`config.mk`:
```
export PLATFORM = sky130hd
export DESIGN_NAME = memop_issue_gate
export DESIGN_NICKNAME = d
export VERILOG_FILES = /design/src/rtl/memop_pkg.sv /design/src/rtl/mg_pick.sv /design/src/rtl/mg_addr_cam.sv /design/src/rtl/mg_data_bank.sv /design/src/rtl/memop_issue_gate.sv
export SDC_FILE = /design/constraint.sdc
export NUM_CORES = 1
export LEC_CHECK = 0
export BUFFER_PORTS_ARGS = -buffer_cell sky130_fd_sc_hd__buf_2
export CELL_PAD_IN_SITES_DETAIL_PLACEMENT = 0
export CELL_PAD_IN_SITES_GLOBAL_PLACEMENT = 2
export CORE_ASPECT_RATIO = 1.25
export CORE_MARGIN = 2
export CORE_UTILIZATION = 40
export CTS_CLUSTER_DIAMETER = 60
export DETAILED_ROUTE_END_ITERATION = 6
export PLACE_DENSITY_LB_ADDON = 0.1
export SYNTH_ARGS = -nofsm -noshare
export SYNTH_HDL_FRONTEND = slang
export SYNTH_SLANG_ARGS = --single-unit
```
`constraint.sdc`:
```
create_clock -name clk -period 6.4 [get_ports clk]
set_input_delay 0 -clock clk [delete_from_list [all_inputs] [get_ports clk]]
set_output_delay 0 -clock clk [all_outputs]
set_load 0.005 [all_outputs]
```
`src/rtl/memop_pkg.sv`:
```
package memop_pkg;

    typedef enum logic {
        OP_LOAD  = 1'b0,
        OP_STORE = 1'b1
    } op_kind_e;

endpackage

```
`src/rtl/mg_pick.sv`:
```
module mg_pick #(
    parameter int N   = 4,
    parameter int IDW = 2
) (
    input  logic [N-1:0]   req,
    output logic           any,
    output logic [IDW-1:0] idx
);

    always_comb begin
        any = 1'b0;
        idx = '0;
        for (int i = N - 1; i >= 0; i--) begin
            if (req[i]) begin
                any = 1'b1;
                idx = IDW'(i);
            end
        end
    end

endmodule

```
`src/rtl/mg_addr_cam.sv`:
```
module mg_addr_cam #(
    parameter int N   = 4,
    parameter int AW  = 12,
    parameter int IDW = 2
) (
    input  logic           clk,
    input  logic           rst_n,
    input  logic           alloc_v,
    input  logic [AW-1:0]  alloc_addr,
    input  logic           free_v,
    input  logic [IDW-1:0] free_idx,
    input  logic [AW-1:0]  look_addr,
    output logic [N-1:0]   hit_vec,
    output logic           full,
    output logic [IDW-1:0] slot
);

    typedef struct packed {
        logic [N-1:0]         vld;
        logic [N-1:0][AW-1:0] adr;
    } cam_t;

    cam_t s_d, s_q;
    logic any_free;

    mg_pick #(.N(N), .IDW(IDW)) u_free (
        .req (~s_q.vld),
        .any (any_free),
        .idx (slot)
    );

    assign full = ~any_free;

    for (genvar g = 0; g < N; g++) begin : g_cmp
        assign hit_vec[g] = s_q.vld[g] && (s_q.adr[g] == look_addr);
    end

    always_comb begin
        s_d = s_q;
        if (free_v) begin
            s_d.vld[free_idx] = 1'b0;
        end
        if (alloc_v) begin
            s_d.vld[slot] = 1'b1;
            s_d.adr[slot] = alloc_addr;
        end
    end

    always_ff @(posedge clk) begin
        if (!rst_n) s_q <= '0;
        else        s_q <= s_d;
    end

endmodule

```
`src/rtl/mg_data_bank.sv`:
```
module mg_data_bank #(
    parameter int N   = 4,
    parameter int DW  = 16,
    parameter int IDW = 2
) (
    input  logic           clk,
    input  logic           rst_n,
    input  logic           wr_v,
    input  logic [IDW-1:0] wr_idx,
    input  logic [DW-1:0]  wr_data,
    input  logic [IDW-1:0] rd_idx,
    output logic [DW-1:0]  rd_data
);

    typedef logic [N-1:0][DW-1:0] bank_t;

    bank_t m_d, m_q;

    always_comb begin
        m_d = m_q;
        if (wr_v) m_d[wr_idx] = wr_data;
    end

    assign rd_data = m_q[rd_idx];

    always_ff @(posedge clk) begin
        if (!rst_n) m_q <= '0;
        else        m_q <= m_d;
    end

endmodule

```
`src/rtl/memop_issue_gate.sv`:
```
module memop_issue_gate
    import memop_pkg::*;
#(
    parameter int AW   = 12,
    parameter int DW   = 16,
    parameter int LD_N = 4,
    parameter int ST_N = 4,
    localparam int IDW = $clog2((LD_N > ST_N) ? LD_N : ST_N)
) (
    input  logic           clk,
    input  logic           rst_n,
    input  logic           fwd_en,
    input  logic           req_valid,
    input  logic           req_store,
    input  logic [AW-1:0]  req_addr,
    input  logic [DW-1:0]  req_wdata,
    input  logic           ld_done,
    input  logic [IDW-1:0] ld_done_idx,
    input  logic           st_done,
    input  logic [IDW-1:0] st_done_idx,
    output logic           issue_ok,
    output logic           hold,
    output logic [IDW-1:0] slot_id,
    output logic           fwd_hit,
    output logic [DW-1:0]  fwd_data
);

    op_kind_e         kind;
    logic [LD_N-1:0]  ld_hit;
    logic [ST_N-1:0]  st_hit;
    logic             ld_full, st_full;
    logic [IDW-1:0]   ld_slot, st_slot, st_idx;
    logic             st_any, ld_any;
    logic             ld_alloc, st_alloc;
    logic [DW-1:0]    bank_rd;

    assign kind   = op_kind_e'(req_store);
    assign ld_any = |ld_hit;

    mg_addr_cam #(.N(LD_N), .AW(AW), .IDW(IDW)) u_ld_cam (
        .clk        (clk),
        .rst_n      (rst_n),
        .alloc_v    (ld_alloc),
        .alloc_addr (req_addr),
        .free_v     (ld_done),
        .free_idx   (ld_done_idx),
        .look_addr  (req_addr),
        .hit_vec    (ld_hit),
        .full       (ld_full),
        .slot       (ld_slot)
    );

    mg_addr_cam #(.N(ST_N), .AW(AW), .IDW(IDW)) u_st_cam (
        .clk        (clk),
        .rst_n      (rst_n),
        .alloc_v    (st_alloc),
        .alloc_addr (req_addr),
        .free_v     (st_done),
        .free_idx   (st_done_idx),
        .look_addr  (req_addr),
        .hit_vec    (st_hit),
        .full       (st_full),
        .slot       (st_slot)
    );

    // Store-to-store checks keep at most one match, so a plain pick suffices.
    mg_pick #(.N(ST_N), .IDW(IDW)) u_st_match (
        .req (st_hit),
        .any (st_any),
        .idx (st_idx)
    );

    mg_data_bank #(.N(ST_N), .DW(DW), .IDW(IDW)) u_st_data (
        .clk     (clk),
        .rst_n   (rst_n),
        .wr_v    (st_alloc),
        .wr_idx  (st_slot),
        .wr_data (req_wdata),
        .rd_idx  (st_idx),
        .rd_data (bank_rd)
    );

    always_comb begin
        issue_ok = 1'b0;
        hold     = 1'b0;
        fwd_hit  = 1'b0;
        ld_alloc = 1'b0;
        st_alloc = 1'b0;
        if (req_valid) begin
            case (kind)
                OP_LOAD: begin
                    if (st_any) begin
                        if (fwd_en) begin
                            issue_ok = 1'b1;
                            fwd_hit  = 1'b1;
                        end else begin
                            hold = 1'b1;
                        end
                    end else if (ld_full) begin
                        hold = 1'b1;
                    end else begin
                        issue_ok = 1'b1;
                        ld_alloc = 1'b1;
                    end
                end
                default: begin
                    if (st_any || ld_any || st_full) begin
                        hold = 1'b1;
                    end else begin
                        issue_ok = 1'b1;
                        st_alloc = 1'b1;
                    end
                end
            endcase
        end
    end

    assign slot_id  = st_alloc ? st_slot : ld_slot;
    assign fwd_data = fwd_hit ? bank_rd : '0;

endmodule

```
==> results.md <==
* Status: finished, final reports clean
* Most common cell after layout, fill and taps aside: dfxtp_1
* DP Wirelength at 14,800 um
* Worst Setup Start Kind: flop
* Crit-path cells: xnor2_1 -> nand4_1 -> or4_1 -> nor2b_4 -> nor3_4 -> o2111a_1 -> buf_2
* Crit path required time at 6.40 ns
* Clock Tree Buf Depth at 2
* Crit. End Element: output pin
* Mean Syn Cell Area at 9.56 sq um
* Share of post-route cells with drive strength above 1 at 0.120
* Largest net degree at the start of global routing at 75
* Final core utilization at 0.455
* CP endpoint: fwd_data[8]
* Sw Ratio at 0.252
* Placer Congestion at 0.815
* GRT Overall Usage at 0.212
* Pint at 1.74 mW
* Setup WS pre-CTS at 3.28 ns
* Most frequent cells in the layout: dfxtp_1 (168), nand2_1 (162), mux2i_1 (161)
* Kind of critical path: reg -> out
* Worst-Skew Late Latency at 0.43 ns
* Drt pass-1 iters at 5
* Number of global-route vias before repair at 6,171
* Vias after detailed routing at 6,145
* FP Rows at 59
* Final hold vios at 0
* Unique masters post-synth at 43
* Leak pwr at 3.74 nW
* Final Worst Setup Slack at 2.91 ns
* Crit path from: u_st_cam.s_q[4]
* Cell Count Post-Placement at 1,141
* Num CTS Buffers at 17
* Syn Inst Count at 872
* Initial antenna violation count at 0
* Power consumption at 2.33 mW
* Crit Path Max Fanout at 19
* Vias/cell at 5.13
* First-pass GRT wire length at 35,200 um
* Crit-path max cell delay at 0.96 ns
* Initial Util at 0.403
* Flops & latches, synth at 168
* Clock sink count at 168
* Fraction of registers with async set/reset at 0
* Max-slew violations at 0
* First DRT Iteration DRCs at 359
* Number of synthesized flops with an enable pin at 0
* CP Buf/Inv Count at 1
* Predominant post-synthesis flop cell: dfxtp_1
* Die width at 133 um
* R2R cell count at 8
* RSZ-0062 raised after global routing: false
* Clock network power share at 0.456
* Post-Syn Area at 0.00834 sq mm
* Worst hold path class: in -> reg
* Fin cells at 1,198
* Area growth from synthesis to layout at 12.8%
* Die ar. at 0.0220 sq mm
* Max-slew headroom at 0.287
* Final Cycle Share at 0.545
* # IOs at 60
* FF-to-FF End: u_st_data.m_q[58]
* Arrival time worst endpoint at 3.49 ns
* Post-route ant nets at 0
* CORE AREA at 0.0207 sq mm
* Max-Cap Viols at 0
* Worst slew pin tran at 1.07 ns
* Largest delay share family, worst path: simple AND/OR/NAND/NOR gates
* Root Driver: clkbuf_16
* Drt drc at 0
* Synth warn at 0
* Worst vdd ir at 194 uV
* FF-to-FF setup slack at 3.34 ns
* Post-layout min period at 3.49 ns
* CP max stage cell: or4_1
* Sw power at 588 uW
* Sequential share of power at 0.462
* CTS tree: done
* # diodes at 0
* Seq/Total Area, Yosys at 0.403
* Final setup skew at 0.0161 ns
* Worst reg2reg startpoint: u_st_cam.s_q[26]
* Peak Freq at 287 MHz
* Number of nets in the layout at 950
* Pwr dens at 248 mW/mm^2
* Mean routed wirelength per cell at 18.7 um
* H-tree Lvls at 4
* Fin Setup TNS at 0 ns
* Syn Nets at 911
* Final setup violation count at 0
* Die height at 165 um
* Filler cells at 2,011
* Cell count along the critical path at 7
* Comb pwr share at 0.082
* Aggregate routed wire length at 22,400 um
* Clock Pin Slew Worst Setup and Hold Paths at 0.07 ns
* Port Buffers at 59
* Total congestion overflow at 0
[registers in the layout, summed over array words and instances, names as in the netlist]
register	cells
u_st_data.m_q	64
u_ld_cam.s_q	52
u_st_cam.s_q	52
[cells in the mapped netlist, types with 8 or more instances]
cell type | n | share of area
nor2b_1 | 48 | 0.036
nor2_1 | 18 | 0.0081
xnor2_1 | 86 | 0.090
mux2i_1 | 161 | 0.19
nand3_1 | 11 | 0.0066
dfxtp_1 | 168 | 0.40
nand2_1 | 162 | 0.073
buf_6 | 26 | 0.035
o2111a_1 | 16 | 0.022
nor3_1 | 19 | 0.011
nand2b_1 | 19 | 0.014
buf_4 | 8 | 0.0072
clkbuf_1 | 30 | 0.014
nand4_1 | 17 | 0.013
o21ai_0 | 20 | 0.012
[cells by family after synthesis]
family | share of synthesized area
flops | 0.403
xor+xnor | 0.104
compound gates | 0.0483
mux | 0.193
buf+inv | 0.0633
simple gates | 0.188
[layer usage]
layer,track usage,wire length (um),share of wire,vias to the layer above
li1,-,-,-,3013
met1,0.268,10100,0.45,2982
met2,0.368,11100,0.50,118
met3,0.0324,665,0.030,32
met4,0.0759,495,0.022,0
met5,0,0,0,-
[tightest hold or removal path, stage by stage]
cell     delay, ns
buf_2         0.21
mux2i_1       0.16
nor2b_1       0.05
[through the flow]
stage | hold WS, ns | area [sq um]
global route | 0.0461 | 9410
finish | 0.0519 | 9410
detailed placement | 0.353 | 8550
floorplan | 0.110 | 8340
CTS | 0.0276 | 9410
global placement | 0.319 | 8550
[power by group through the flow]
stage	sequential, mW	combinational [mW]	clock, mW
final	1.08	0.191	1.06
after global routing	1.08	0.208	1.14
after CTS	1.08	0.193	1.09
after detailed placement	1.10	0.182	0
after global placement	1.10	0.180	0
after floorplan	1.10	0.143	0
[repair_timing]
item | 4_1_cts | 5_1_grt
hold endpoints to repair | 71 | 0
hold buffers | 25 | 0
resized for setup | 0 | 0
buffers inserted | 0 | 0
[worst min-delay path by stage]
stage / from / to / slack, ns / depth (start not counted)
floorplan: req_valid / issue_ok / 0.11 / 1
global placement: req_wdata[14] / u_st_data.m_q[14] / 0.32 / 3
detailed placement: req_wdata[3] / u_st_data.m_q[3] / 0.35 / 3
CTS: req_addr[0] / u_ld_cam.s_q[12] / 0.03 / 3
global route: req_addr[0] / u_ld_cam.s_q[12] / 0.05 / 3
finish: req_addr[0] / u_ld_cam.s_q[12] / 0.05 / 3
[layout make-up]
| type | instances | area, sq um | area share |
|---|---|---|---|
| multi-input combinational | 626 | 4470 | 0.475 |
| clock inverter | 13 | 159 | 0.0169 |
| sequential | 168 | 3360 | 0.358 |
| timing repair buffer | 92 | 608 | 0.0647 |
| clock buffer | 19 | 443 | 0.0471 |
| tap | 274 | 343 | 0.0365 |
| inverter | 6 | 22.5 | 0.00239 |
Power figures use the tool's default switching activity.
